$ cat config.mk
export PLATFORM = sky130hd
export DESIGN_NAME = wba_arb
export DESIGN_NICKNAME = d
export VERILOG_FILES = /design/src/rtl/wba_pkg.sv /design/src/rtl/wba_pick.sv /design/src/rtl/wba_wordcnt.sv /design/src/rtl/wba_gapcnt.sv /design/src/rtl/wba_arb.sv
export SDC_FILE = /design/constraint.sdc
export NUM_CORES = 1
export LEC_CHECK = 0
export ABC_AREA = 1
export BUFFER_PORTS_ARGS = -buffer_cell sky130_fd_sc_hd__buf_2
export CAP_MARGIN = 25
export CELL_PAD_IN_SITES_DETAIL_PLACEMENT = 0
export CELL_PAD_IN_SITES_GLOBAL_PLACEMENT = 1
export CORE_ASPECT_RATIO = 1.4
export CORE_MARGIN = 3
export CORE_UTILIZATION = 35
export CTS_BUF_LIST = sky130_fd_sc_hd__clkbuf_2
export DETAILED_ROUTE_END_ITERATION = 7
export PLACE_DENSITY_LB_ADDON = 0.05
export SLEW_MARGIN = 25
export SYNTH_ARGS = -nofsm -noshare
export SYNTH_HDL_FRONTEND = slang
export SYNTH_SLANG_ARGS = --single-unit
$ cat constraint.sdc
create_clock -name clk -period 3 [get_ports clk]
set_clock_uncertainty 0.05 [all_clocks]
set_input_delay 0.45 -clock clk [delete_from_list [all_inputs] [get_ports clk]]
set_output_delay 0.45 -clock clk [all_outputs]
set_load 0.01 [all_outputs]
$ cat src/rtl/wba_pkg.sv
// Shared types for the two-agent weighted burst arbiter.
// Assumes: exactly two agents; states are only used inside the arbiter.
package wba_pkg;
    typedef enum logic [1:0] {
        ST_IDLE  = 2'd0,
        ST_GRANT = 2'd1,
        ST_GAP   = 2'd2
    } arb_state_e;
endpackage

$ cat src/rtl/wba_pick.sv
// Winner selection for two agents under round robin or fixed priority.
// Assumes: last_i names the agent granted most recently; a level of all ones
// excludes an agent under fixed priority; equal levels favour agent 0.
module wba_pick #(
    parameter int PW = 2
) (
    input  logic [1:0]    req_i,
    input  logic          rr_mode_i,
    input  logic          last_i,
    input  logic [PW-1:0] prio0_i,
    input  logic [PW-1:0] prio1_i,
    output logic          valid_o,
    output logic          win_o
);
    localparam logic [PW-1:0] LVL_OFF = '1;

    logic [1:0] elig;

    // Purpose: mask excluded agents, then choose the winner by policy.
    always_comb begin
        if (rr_mode_i) begin
            elig = req_i;
        end else begin
            elig = req_i & {prio1_i != LVL_OFF, prio0_i != LVL_OFF};
        end
        valid_o = |elig;
        if (elig == 2'b11) begin
            win_o = rr_mode_i ? ~last_i : (prio1_i < prio0_i);
        end else begin
            win_o = elig[1];
        end
    end
endmodule

$ cat src/rtl/wba_wordcnt.sv
// Counts accepted words within one grant and flags the last one.
// Assumes: a quota of zero behaves as one word; clr_i has priority over inc_i.
module wba_wordcnt #(
    parameter int QW = 13
) (
    input  logic          clk,
    input  logic          rst_n,
    input  logic          clr_i,
    input  logic          inc_i,
    input  logic [QW-1:0] quota_i,
    output logic          last_o
);
    localparam logic [QW-1:0] ONE = {{(QW-1){1'b0}}, 1'b1};

    logic [QW-1:0] cnt_q;
    logic [QW-1:0] lim;

    // Purpose: index of the final word of the grant.
    always_comb begin
        lim = (quota_i == '0) ? '0 : quota_i - ONE;
    end

    assign last_o = (cnt_q == lim);

    // Purpose: word count register, cleared at each grant boundary.
    always_ff @(posedge clk) begin
        if (!rst_n) begin
            cnt_q <= '0;
        end else if (clr_i) begin
            cnt_q <= '0;
        end else if (inc_i) begin
            cnt_q <= cnt_q + ONE;
        end
    end
endmodule

$ cat src/rtl/wba_gapcnt.sv
// Down counter that times the idle interval between grants.
// Assumes: loaded with a non-zero value only; done_o is high in the last idle cycle.
module wba_gapcnt #(
    parameter int GW = 5
) (
    input  logic          clk,
    input  logic          rst_n,
    input  logic          load_i,
    input  logic [GW-1:0] val_i,
    input  logic          run_i,
    output logic          done_o
);
    localparam logic [GW-1:0] ONE = {{(GW-1){1'b0}}, 1'b1};

    logic [GW-1:0] cnt_q;

    assign done_o = (cnt_q <= ONE);

    // Purpose: load on grant end, count down while idling.
    always_ff @(posedge clk) begin
        if (!rst_n) begin
            cnt_q <= '0;
        end else if (load_i) begin
            cnt_q <= val_i;
        end else if (run_i && !done_o) begin
            cnt_q <= cnt_q - ONE;
        end
    end
endmodule

$ cat src/rtl/wba_arb.sv
// Two-agent weighted burst arbiter for one shared memory port.
// Grants last a word quota (round robin) or follow priority levels (fixed),
// with a per-agent idle gap after each grant. With the enable low the
// external default grants are forwarded.
// Assumes: configuration changes only while no grant or gap is in progress.
module wba_arb #(
    parameter int QW = 13,
    parameter int GW = 5,
    parameter int PW = 2
) (
    input  logic          clk,
    input  logic          rst_n,
    input  logic          cfg_en_i,
    input  logic          cfg_rr_i,
    input  logic [QW-1:0] cfg_quota0_i,
    input  logic [QW-1:0] cfg_quota1_i,
    input  logic [GW-1:0] cfg_gap0_i,
    input  logic [GW-1:0] cfg_gap1_i,
    input  logic [PW-1:0] cfg_prio0_i,
    input  logic [PW-1:0] cfg_prio1_i,
    input  logic [1:0]    req_i,
    input  logic [1:0]    ack_i,
    input  logic [1:0]    dflt_gnt_i,
    output logic [1:0]    gnt_o
);
    import wba_pkg::*;

    arb_state_e    state_q;
    logic          owner_q;
    logic [1:0]    own_gnt;
    logic          word_acc;
    logic          last_word;
    logic          grant_end;
    logic          gap_done;
    logic          pick_valid;
    logic          pick_win;
    logic [GW-1:0] gap_sel;
    logic [QW-1:0] quota_sel;

    wba_pick #(.PW(PW)) pick_i (
        .req_i     (req_i),
        .rr_mode_i (cfg_rr_i),
        .last_i    (owner_q),
        .prio0_i   (cfg_prio0_i),
        .prio1_i   (cfg_prio1_i),
        .valid_o   (pick_valid),
        .win_o     (pick_win)
    );

    wba_wordcnt #(.QW(QW)) wcnt_i (
        .clk     (clk),
        .rst_n   (rst_n),
        .clr_i   (grant_end || (state_q != ST_GRANT)),
        .inc_i   (word_acc),
        .quota_i (quota_sel),
        .last_o  (last_word)
    );

    wba_gapcnt #(.GW(GW)) gcnt_i (
        .clk    (clk),
        .rst_n  (rst_n),
        .load_i (grant_end),
        .val_i  (gap_sel),
        .run_i  (state_q == ST_GAP),
        .done_o (gap_done)
    );

    // Purpose: per-owner configuration selection.
    always_comb begin
        gap_sel   = owner_q ? cfg_gap1_i : cfg_gap0_i;
        quota_sel = owner_q ? cfg_quota1_i : cfg_quota0_i;
    end

    // Purpose: internal grant, withdrawn as soon as the owner stops requesting.
    always_comb begin
        own_gnt = '0;
        if (state_q == ST_GRANT && req_i[owner_q]) begin
            own_gnt[owner_q] = 1'b1;
        end
    end

    // Purpose: word accept and end-of-grant detection.
    always_comb begin
        word_acc  = |(own_gnt & ack_i);
        grant_end = (state_q == ST_GRANT) && (!req_i[owner_q] || (word_acc && last_word));
    end

    // Purpose: output source selection by the enable.
    assign gnt_o = cfg_en_i ? own_gnt : dflt_gnt_i;

    // Purpose: grant sequencer; owner_q doubles as the round-robin pointer.
    always_ff @(posedge clk) begin
        if (!rst_n) begin
            state_q <= ST_IDLE;
            owner_q <= 1'b1;
        end else if (!cfg_en_i) begin
            state_q <= ST_IDLE;
        end else begin
            case (state_q)
                ST_IDLE: begin
                    if (pick_valid) begin
                        state_q <= ST_GRANT;
                        owner_q <= pick_win;
                    end
                end
                ST_GRANT: begin
                    if (grant_end) begin
                        if (gap_sel != '0) begin
                            state_q <= ST_GAP;
                        end else if (pick_valid) begin
                            state_q <= ST_GRANT;
                            owner_q <= pick_win;
                        end else begin
                            state_q <= ST_IDLE;
                        end
                    end
                end
                ST_GAP: begin
                    if (gap_done) begin
                        if (pick_valid) begin
                            state_q <= ST_GRANT;
                            owner_q <= pick_win;
                        end else begin
                            state_q <= ST_IDLE;
                        end
                    end
                end
                default: state_q <= ST_IDLE;
            endcase
        end
    end
endmodule

---- After elaboration in Yosys (flattened, before gate mapping) ----
Index checks and enable logic that the tools add are counted.
storage, ports and cells
  register bits after elaboration ......... 21
  bits in latches ......................... 0
  RAM bits ................................ 0
  memory bits (read-only) ................. 0
  output and inout port bits .............. 2
  memories ................................ 0
cells by class
  add/subtract/negate cells ............... 3
  multipliers ............................. 0
  divide/modulo/power cells ............... 0
  order comparisons ....................... 4
  equal/unequal tests ..................... 11
  shift-type cells ........................ 0
  multiplexer cells ....................... 25
  bitwise logic cells ..................... 4
  reductions and logical operators ........ 20
operator list
  kind                                                                    number
  13-bit 2-to-1 mux                                                       2
  5-bit 2-to-1 mux                                                        3
  2-bit 2-to-1 mux                                                        7
  13-bit by 1-bit adder with 13-bit output (second input constant)        1
  13-bit == test                                                          1
  13-bit logical NOT                                                      1
  13-bit by 1-bit subtractor with 13-bit output (second input constant)   1
  1-bit 2-to-1 mux                                                        10
  2-bit != test (second input constant)                                   5
  2-bit one-hot mux with 3 select lines                                   1
  2-bit OR reduction                                                      3
  5-bit by 1-bit <= comparator with 1-bit output (second input constant)  1
  1-bit logical AND                                                       5
  5-bit AND reduction                                                     1
  5-bit nonzero test                                                      1
  5-bit by 1-bit subtractor with 5-bit output (second input constant)     1
  2-bit bitwise AND                                                       2
  2-bit == test (second input constant)                                   2
  2-bit by 1-bit != test with 1-bit output (second input constant)        2
  1-bit one-hot mux with 3 select lines                                   1
  3-bit AND reduction                                                     1
  3-bit nonzero test                                                      1
  2-bit by 1-bit == test with 1-bit output (second input constant)        1
  1-bit logical NOT                                                       2
  9 further kinds                                                         11

---- Depth between registers and ports, before layout ----
Gate-level depths: netlist of run 1.
  depth after elaboration ................. 12
  gate-level depth with buffers ........... 23
  gate-level depth less buffers ........... 22

---- Hierarchy ----
A second synthesis of run 1 with hierarchy kept.
second synthesis, totals
  cells, all modules ...................... 403
  area total of the unflattened synthesis .. 2160.8 um2
by module, submodules not included
  module       times used  cells an instance  area each (um2)  seq. area each (um2)
  wba_wordcnt  1           213                1159.9           260.2
  wba_arb      1           113                529.3            60.1
  wba_gapcnt   1           59                 379.1            100.1
  wba_pick     1           18                 92.6             0.0

---- Least setup slack after synthesis of run 1 ----
No wires, ideal clock.
  path type ............................... reg-to-reg
  from .................................... register owner_q
  to ...................................... register gcnt_i.cnt_q[0]
  setup time .............................. 0.118 ns
  data arrival time ....................... 2.261 ns
  required time ........................... 2.832 ns
  path slack .............................. 0.571 ns
  cell stages (with the launch flop) ...... 19
  buffers on the path ..................... 2
  clock period less this slack ............ 2.429 ns
  cells stage by stage .................... dfxtp_1 buf_6 buf_12 o21ai_4 ha_1 nand3_1 nor2_4 xor2_1 nand2_1 nand2_1 nand2_1 nor2_1 nand2_1 nor2_2 nand3_2 nand2_4 nand2_4 o21ai_1 nor2_1
between the ends
  cells in the longest elaborated chain, start to end .. 11
  elaborated cells on any way between the ends .. 23
  those cells by class .................... add/sub (1); order compare (2); eq/ne (1); mux (9); bitwise (1); reduce/logical (9)
RTL lines
  what                                                                                    line              RTL
  start: declaration                                                                      wba_arb.sv:29     logic owner_q;
  start signal: assignment                                                                wba_arb.sv:103    owner_q <= pick_win;
  start signal: assignment                                                                wba_arb.sv:112    owner_q <= pick_win;
  start signal: assignment                                                                wba_arb.sv:122    owner_q <= pick_win;
  branches (longest 11 deep; another with 13-bit by 1-bit subtractor with 13-bit output)  -
  end signal: assignment                                                                  wba_gapcnt.sv:24  cnt_q <= val_i;
  end signal: assignment                                                                  wba_gapcnt.sv:26  cnt_q <= cnt_q - ONE;
  end: declaration                                                                        wba_gapcnt.sv:15  logic [GW-1:0] cnt_q;
Several ways; the timed one is not identified. The select of a mux whose other input is x is not followed.
A chain may end at the register's enable or synchronous reset.

---- Final worst setup path of run 1 ----
  from .................................... register owner_q
  to ...................................... register gcnt_i.cnt_q[2]
Same word-level chain as after synthesis.

==> results of run 1 <==
critical path, stage by stage, from the launching register on:
cell	delay, ps
dfxtp_4	430
buf_4	180
buf_6	180
nand2_1	70
nand2_1	120
nor2_4	170
nand2_2	90
nor2_4	140
nand2_8	130
nand3_1	90
nand2_1	60
nor2_1	80
nand2_1	70
nor2_2	110
nand3_2	140
nand2_4	130
nand2_4	90
nand2_1	70
nand2_1	50
a21oi_1	100
registers in the layout, summed over array words and instances (netlist names):
signal        flops
owner_q           1
gcnt_i.cnt_q      5
state_q           2
wcnt_i.cnt_q     13
worst min-delay path by stage:
stage	cells after the start	slack [ps]	to
2_1_floorplan	2	420	wcnt_i.cnt_q[0]
3_3_place_gp	2	450	gcnt_i.cnt_q[1]
3_5_place_dp	2	450	wcnt_i.cnt_q[0]
4_1_cts	3	280	state_q[1]
5_1_grt	2	300	owner_q
6_report	3	290	state_q[1]
logic make-up (layout without fill, tap and decap cells):
logic type / Yosys count / after routing / share of synthesized area (%)
AND/OR/NAND/NOR: 266 / 266 / 54.0
adder cells (fa/ha/maj): 5 / 5 / 2.59
buffers and inverters: 69 / 119 / 13.9
flip-flops: 21 / 21 / 17.4
multiplexers: 3 / 3 / 1.24
AO/OA/AOI/OAI: 28 / 28 / 7.25
XOR/XNOR: 10 / 10 / 3.63
layout make-up:
class                           instances  area [um2]
Fill cell                             774        3910
Tap cell                               92         115
Clock inverter                          1        5.00
Clock buffer                            3        15.0
Inverter                               61         234
Sequential cell                        21         424
Timing Repair Buffer                   54         282
Multi-Input combinational cell        312        1670
per-stage QoR:
| stage | util [%] | cells |
|---|---|---|
| 3_5_place_dp | 40.6 | 539 |
| 5_1_grt | 41.2 | 544 |
| 6_report | 41.2 | 544 |
| 2_1_floorplan | - | 402 |
| 4_1_cts | 40.9 | 543 |
| 3_3_place_gp | 40.6 | 539 |
power breakdown:
| part | switching, mW | internal, mW |
|---|---|---|
| registers | 0.0103 | 0.288 |
| clock network | 0.104 | 0.0303 |
| logic | 0.212 | 0.134 |
| total | 0.326 | 0.453 |
repair_timing:
item,in CTS,in global routing
endpoints found under the setup margin,0,21
setup buffers,0,1
hold endpoints to repair,0,0
resized for setup,0,3
cell usage after synthesis (all sizes together):
library cell,instances
a22oi,1
a21oi,12
nand2,155
a211oi,1
buf,8
xnor2,3
o21ai,10
nand3,42
or2,2
inv,60
nor2,44
o31ai,2
clkinv,1
ha,5
nor3,8
nand4,10
a31oi,2
nor3b,4
xor2,7
mux2i,3
nor4,1
dfxtp,21
layer usage:
| metal | up-vias | routed length [um] | global-route usage, % | share of wire (%) |
|---|---|---|---|---|
| li1 | 1368 | - | - | - |
| met1 | 1103 | 2410 | 16.3 | 39 |
| met4 | 0 | 110 | 4.15 | 1.8 |
| met5 | - | 0 | 0 | 0 |
| met2 | 40 | 3550 | 33.3 | 57 |
| met3 | 8 | 178 | 1.82 | 2.8 |
==> impl_metrics.py, run 1 <==
metrics = {
    "finish": {
        "mostFrequentLayoutCells": "nand2_1 (135), inv_1 (58), buf_2 (51)",
        "final_common_cell": "nand2_1",
        "fin_area_um2": 2740,
        "num_antenna_cells": 0,
        "layout-drive-gt1-share_pct": 24.6,
        "layout.nets": 508,
        "areaGrowthSynthToFinish_pct": 13.6,
    },
    "global_routing": {
        "antenna_found_initial": 0,
        "grt_pass1_vias": 2435,
        "grt_pass1_wl_um": 10600,
        "grt-ovfl-total": 0,
        "grt_max_degree": 25,
        "grtUsageTotal_pct": 16.0,
    },
    "pwr": {
        "vdd_ir_drop_max_mv": 0.144,
        "power.total_uw": 779,
        "powerDensity_nw_per_um2": 284,
        "power.leakage_nw": 1.36,
    },
    "synth": {
        "netlist.area_leader.share_pct": 21.0,
        "yosysTopAreaCell": "nand2_1",
        "synth_area_um2": 2410,
        "ys_warn_count": 0,
        "synth-seq-cells": 21,
        "synthTopCellsByArea": "nand2_1 (21%), dfxtp_1 (17%), inv_1 (9.0%)",
        "syn_area_per_cell_um2": 6.01,
        "syn-num-nets": 457,
        "synth_cells": 402,
        "synthDistinctLibCells": 37,
        "yosysSeqAreaShare_pct": 17.4,
    },
    "timing": {
        "slew_viol_final": 0,
        "worst_pin_slew_ps": 506,
        "slew_headroom_pct": 65.9,
        "fmax_mhz": 383,
        "hold_slack_ps": 290,
        "finalHoldViolations": 0,
        "finalSetupTns_ps": 0,
        "fin_crit_sh_pct": 87.0,
        "grt_setup_unrepaired": "false",
        "setup_violations": 0,
        "fin_crit_ps": 2610,
        "worst_slack_ps": 391,
    },
    "drt": {
        "routed_wl_um": 6250,
        "antenna_left": 0,
        "drtIter0Drc": 69,
        "viasPerCell": 4.63,
        "wire_per_inst_um": 11.5,
        "drc": 0,
        "num_vias": 2519,
        "first_pass_iters": 4,
    },
    "clocking": {
        "cts_made_buffers": 3,
        "cts_tree": "done",
        "clock_path_buffers": 2,
        "clk_latency_ps": 350,
        "cts_root_buf": "clkbuf_2",
        "clock-sinks": 21,
        "htreeDepth": 1,
        "hold_buffers": 0,
        "cts.clk_slew.worst_paths_ps": 250,
    },
    "floorplan": {
        "die_x_um": 76.2,
        "die_h_um": 104,
        "coreArea_um2": 6660,
        "die_area_um2": 7950,
        "ios": 52,
        "start_util_pct": 36.3,
        "row_count": 35,
    },
    "critical_path": {
        "r2r_end": "gcnt_i.cnt_q[2]",
        "critPathCapture": "gcnt_i.cnt_q[2]",
        "r2r_setup_slack_ps": 390,
        "cp-start-kind": "flop",
        "crit_required_ps": 3250,
        "worstSetupEndpointType": "flop",
        "crit_path_start": "owner_q",
        "worstSetupPathType": "flop to flop",
        "critPathMaxFanout": 24,
        "rr_startpoint": "owner_q",
        "reg2reg_depth": 19,
        "crit_arrival_ps": 2860,
    },
    "placed_design": {
        "dp_hpwl_um": 5340,
        "placed_area_um2": 2700,
        "gp_congestion": 0.843,
        "io_buffers": 51,
        "place_ws_ps": 181,
    },
    "run": {
        "max-cap-violations": 0,
    },
    "hold_path": {
        "timing.hold.worst.start": "cfg_en_i",
        "min_path_type": "primary input to flop",
    },
    "run_status": {
        "status": "finished, final reports clean",
    },
}
(Power assumes the default switching activity.)
==> run 2, diff against run 1 <==
REMOVE_ABC_BUFFERS = 1   (was not set)
==> run 2 against run 1 <==
Critical path type unchanged; die area unchanged; clock power about the same; largest cell class unchanged; largest power group unchanged; non-clock buffer count decreased by 1.
==> impl_metrics.py, run 2 (synthesis results as in run 1) <==
metrics = {
    "run_status": {
        "status": "finished, final reports clean",
    },
    "pwr": {
        "vdd_ir_drop_max_mv": 0.121,
        "powerDensity_nw_per_um2": 285,
        "power.leakage_nw": 1.38,
    },
    "floorplan": {
        "coreArea_um2": 6660,
        "row_count": 35,
        "die_h_um": 104,
        "die_x_um": 76.2,
        "start_util_pct": 36.3,
        "die_area_um2": 7950,
        "ios": 52,
    },
    "global_routing": {
        "grt_pass1_vias": 2465,
        "grt_max_degree": 25,
        "grtUsageTotal_pct": 16.3,
        "grt-ovfl-total": 0,
        "antenna_found_initial": 0,
        "grt_pass1_wl_um": 10700,
    },
    "clocking": {
        "clock_path_buffers": 2,
        "cts_tree": "done",
        "ctsResizeCount": 0,
        "post-cts-setup-buffers": 0,
        "cts_made_buffers": 3,
        "clock-sinks": 21,
        "clk_latency_ps": 360,
        "hold_buffers": 0,
        "cts.clk_slew.worst_paths_ps": 240,
        "htreeDepth": 1,
        "cts_root_buf": "clkbuf_2",
    },
    "critical_path": {
        "critPathMaxFanout": 12,
        "r2r_end": "gcnt_i.cnt_q[1]",
        "critical-path-top-delay-family": "simple AND/OR/NAND/NOR gates",
        "worstSetupPathType": "flop to flop",
        "cp_cell_sequence": "nand2_1 -> o21ai_4 -> ha_1 -> nand3_1 -> nor2_4 -> xor2_1 -> nand2_1 -> nand2_1 -> nand2_1 -> nor2_1 -> nand2_1 -> nor2_2 -> nand3_2 -> nand2_4 -> nand2_4 -> nand2_1 -> nand2_1 -> a21oi_1",
        "crit_path_start": "owner_q",
        "crit_required_ps": 3260,
        "cp-start-kind": "flop",
        "crit_arrival_ps": 2920,
        "path_buf_inv": 0,
        "cp_slowest_cell": "dfxtp_4",
        "worstSetupEndpointType": "flop",
        "r2r_setup_slack_ps": 340,
        "crit_top_cell": "nand2_1",
        "rr_startpoint": "owner_q",
        "reg2reg_depth": 18,
        "max_stage_delay_ps": 520,
    },
    "timing": {
        "finalHoldViolations": 0,
        "grt_setup_unrepaired": "false",
        "slew_viol_final": 0,
        "worst_slack_ps": 335,
        "fmax_mhz": 375,
        "worst_pin_slew_ps": 531,
        "fin_crit_ps": 2660,
        "slew_headroom_pct": 64.2,
        "setup_violations": 0,
        "fin_crit_sh_pct": 88.8,
    },
    "finish": {
        "largest_reg_flops": 13,
        "num_antenna_cells": 0,
        "areaGrowthSynthToFinish_pct": 13.3,
        "layout-drive-gt1-share_pct": 24.4,
        "top_register": "wcnt_i.cnt_q",
        "final_common_cell": "nand2_1",
        "layout.nets": 507,
        "stdcell_count": 543,
        "final_util_pct": 41.1,
        "mostFrequentLayoutCells": "nand2_1 (135), inv_1 (58), buf_2 (51)",
        "reg_top3": "wcnt_i.cnt_q x13, gcnt_i.cnt_q x5, state_q x2",
    },
    "placed_design": {
        "place_ws_ps": 262,
        "dp_hpwl_um": 5370,
        "io_buffers": 51,
        "placed_cells": 539,
        "gp_congestion": 0.817,
    },
    "drt": {
        "first_pass_iters": 4,
        "routed_wl_um": 6320,
        "wire_per_inst_um": 11.6,
        "viasPerCell": 4.63,
        "drc": 0,
        "num_vias": 2516,
        "drtIter0Drc": 64,
        "antenna_left": 0,
    },
    "hold_path": {
        "min_path_type": "primary input to flop",
        "whs_path_depth": 3,
        "hold_end": "state_q[1]",
        "timing.hold.worst.start": "cfg_en_i",
    },
    "run": {
        "max-cap-violations": 0,
    },
}
[run 2: cell types whose count changed in the layout (fill, tap and decap cells not counted)]
cell / previous run / this run
buf_12: 0 / 1
buf_4: 2 / 1
buf_6: 1 / 0
nand2_4: 4 / 5
nand2_8: 1 / 0
[run 2: final cells by class]
cell class | count | area (um2)
Sequential cell | 21 | 424
Fill cell | 777 | 3920
Inverter | 61 | 234
Clock inverter | 1 | 5.00
Clock buffer | 3 | 15.0
Multi-Input combinational cell | 312 | 1660
Tap cell | 92 | 115
Timing Repair Buffer | 53 | 283
[run 2: power by group]
| part | internal, mW | total [mW] | switching, mW |
|---|---|---|---|
| sequential | 0.288 | 0.303 | 0.0146 |
| clock | 0.0302 | 0.135 | 0.105 |
| combinational | 0.135 | 0.343 | 0.208 |
| total | 0.454 | 0.781 | 0.327 |
[run 2: worst min-delay path, stage by stage]
cell and delay, ps:
buf_2 130, nand2_1 60, nor2_1 40
[run 2: routing by layer]
metal  wire (um)  track usage, %
met2        3610            33.3
met5           0               0
met4         116            5.18
met3         171            2.08
met1        2420            16.4
[run 2: worst max-delay path by stage]
stage	slack, ps	endpoint	cells after the start
final	340	gcnt_i.cnt_q[1]	18
after global routing	40	gcnt_i.cnt_q[2]	19
after CTS	200	gcnt_i.cnt_q[1]	18
after detailed placement	260	gcnt_i.cnt_q[1]	18
after global placement	310	gcnt_i.cnt_q[3]	19
after floorplan	-260	gcnt_i.cnt_q[0]	17
[run 2: through the flow]
step | total power [mW] | hold WS [ps] | TNS [ps] | area, um2
after CTS | 0.793 | 274 | 0 | 2730
after floorplan | 0.554 | 419 | -3870 | 2310
final | 0.781 | 271 | 0 | 2740
after detailed placement | 0.657 | 453 | 0 | 2710
after global placement | 0.656 | 444 | 0 | 2710
after global routing | 0.851 | 277 | 0 | 2740
==> run 3, diff against run 2 <==
CORE_MARGIN = 2   (was 3)
PLACE_DENSITY_LB_ADDON = 0.1   (was 0.05)
==> run 3 against run 2 <==
Combinational power is 1% higher; clock power hardly changed; via count is 0.16% higher; sequential cell count stayed put; routed wire length is 1.3% lower; core utilization is 0.54 points higher; cell count is 0.74% higher; setup slack better by 44 ps; hold slack better by 26 ps; largest cell class unchanged.
==> impl_metrics.py, run 3 (synthesis results as in run 1) <==
metrics = {
    "run_status": {
        "status": "finished, final reports clean",
    },
    "floorplan": {
        "start_util_pct": 36.5,
        "die_area_um2": 7590,
        "coreArea_um2": 6610,
        "ios": 52,
        "row_count": 35,
        "die_x_um": 74.2,
        "die_h_um": 102,
    },
    "finish": {
        "reg_top3": "wcnt_i.cnt_q x13, gcnt_i.cnt_q x5, state_q x2",
        "layout.nets": 511,
        "largest_reg_flops": 13,
        "layout-drive-gt1-share_pct": 25.1,
        "fill_cells": 755,
        "final_common_cell": "nand2_1",
        "num_antenna_cells": 0,
        "top_register": "wcnt_i.cnt_q",
        "final_util_pct": 41.6,
        "mostFrequentLayoutCells": "nand2_1 (135), inv_1 (58), buf_2 (51)",
        "areaGrowthSynthToFinish_pct": 14.0,
    },
    "critical_path": {
        "crit_path_start": "owner_q",
        "crit_required_ps": 3250,
        "worstSetupPathType": "flop to flop",
        "rr_startpoint": "owner_q",
        "critPathMaxFanout": 9,
        "r2r_setup_slack_ps": 380,
        "cp-start-kind": "flop",
        "worstSetupEndpointType": "flop",
        "crit_arrival_ps": 2870,
    },
    "timing": {
        "fin_crit_sh_pct": 87.3,
        "finalHoldViolations": 0,
        "fmax_mhz": 382,
        "fin_crit_ps": 2620,
        "hold_slack_ps": 297,
        "setup_violations": 0,
        "slew_viol_final": 0,
        "slew_headroom_pct": 65.3,
        "worst_pin_slew_ps": 515,
        "grt_setup_unrepaired": "false",
    },
    "clocking": {
        "cts_root_buf": "clkbuf_2",
        "cts_tree": "done",
        "clock_path_buffers": 2,
        "clk_latency_ps": 340,
        "hold_buffers": 0,
        "htreeDepth": 1,
        "cts.clk_slew.worst_paths_ps": 220,
        "clock-sinks": 21,
        "cts_made_buffers": 3,
    },
    "global_routing": {
        "grt_max_degree": 25,
        "grt_pass1_vias": 2398,
        "grt-ovfl-total": 0,
        "grtUsageTotal_pct": 17.6,
        "grt_pass1_wl_um": 10400,
        "antenna_found_initial": 0,
    },
    "drt": {
        "viasPerCell": 4.61,
        "drc": 0,
        "routed_wl_um": 6230,
        "antenna_left": 0,
        "first_pass_iters": 4,
        "num_vias": 2520,
        "drtIter0Drc": 81,
        "wire_per_inst_um": 11.4,
    },
    "pwr": {
        "power.total_uw": 778,
        "vdd_ir_drop_max_mv": 0.209,
        "powerDensity_nw_per_um2": 283,
        "power.leakage_nw": 1.39,
    },
    "placed_design": {
        "gp_congestion": 0.799,
        "io_buffers": 51,
        "dp_hpwl_um": 5280,
    },
    "hold_path": {
        "timing.hold.worst.start": "cfg_en_i",
        "min_path_type": "primary input to flop",
    },
    "run": {
        "max-cap-violations": 0,
    },
}
run 3: layout make-up:
| cell class | instances | area, um2 | area share, % |
|---|---|---|---|
| Multi-Input combinational cell | 312 | 1660 | 60.3 |
| Sequential cell | 21 | 424 | 15.4 |
| Timing Repair Buffer | 57 | 300 | 10.9 |
| Inverter | 61 | 234 | 8.50 |
| Tap cell | 92 | 115 | 4.18 |
| Clock buffer | 4 | 20.0 | 0.727 |
run 3: report_power, final:
part           switching (mW)  internal, mW
Sequential             0.0108         0.288
Clock                  0.0967        0.0352
Combinational           0.210         0.137
run 3: critical path: stages, from the launching register on:
cell and delay [ps]:
dfxtp_4 450, nand2_1 100, o21ai_4 100, ha_1 260
nand3_1 140, nor2_4 170, xor2_1 280, nand2_1 100
nand2_1 60, nand2_1 50, nor2_1 100, nand2_1 60
nor2_2 90, nand3_2 130, nand2_4 120, nand2_4 90
nand2_1 70, nand2_1 50, a21oi_1 100
run 3: metrics by stage:
step           TNS [ps]  area (um2)  cells  worst slack [ps]
6_report              0        2750    547               380
5_1_grt               0        2750    547               102
4_1_cts               0        2740    545               141
3_5_place_dp          0        2720    541               182
3_3_place_gp          0        2720    541               240
2_1_floorplan     -3870        2310    394              -259
run 3: repair_timing:
item	in CTS	in global routing
resized for setup	0	1
setup endpoints to repair	0	20
setup buffers	0	2
run 3: metal layers:
metal	up-vias	track usage (%)	routed length [um]
met5	-	0	0
met4	0	3.92	97
met3	8	1.97	146
met2	44	37.2	3540
met1	1099	17.3	2450
li1	1369	-	-
run 3: final timing paths:
check                                       end  cells after the start
worst max-delay path            gcnt_i.cnt_q[3]                     18
worst max register to register  gcnt_i.cnt_q[3]                     18
worst min-delay path                 state_q[1]                      3
worst min register to register  gcnt_i.cnt_q[1]                      2
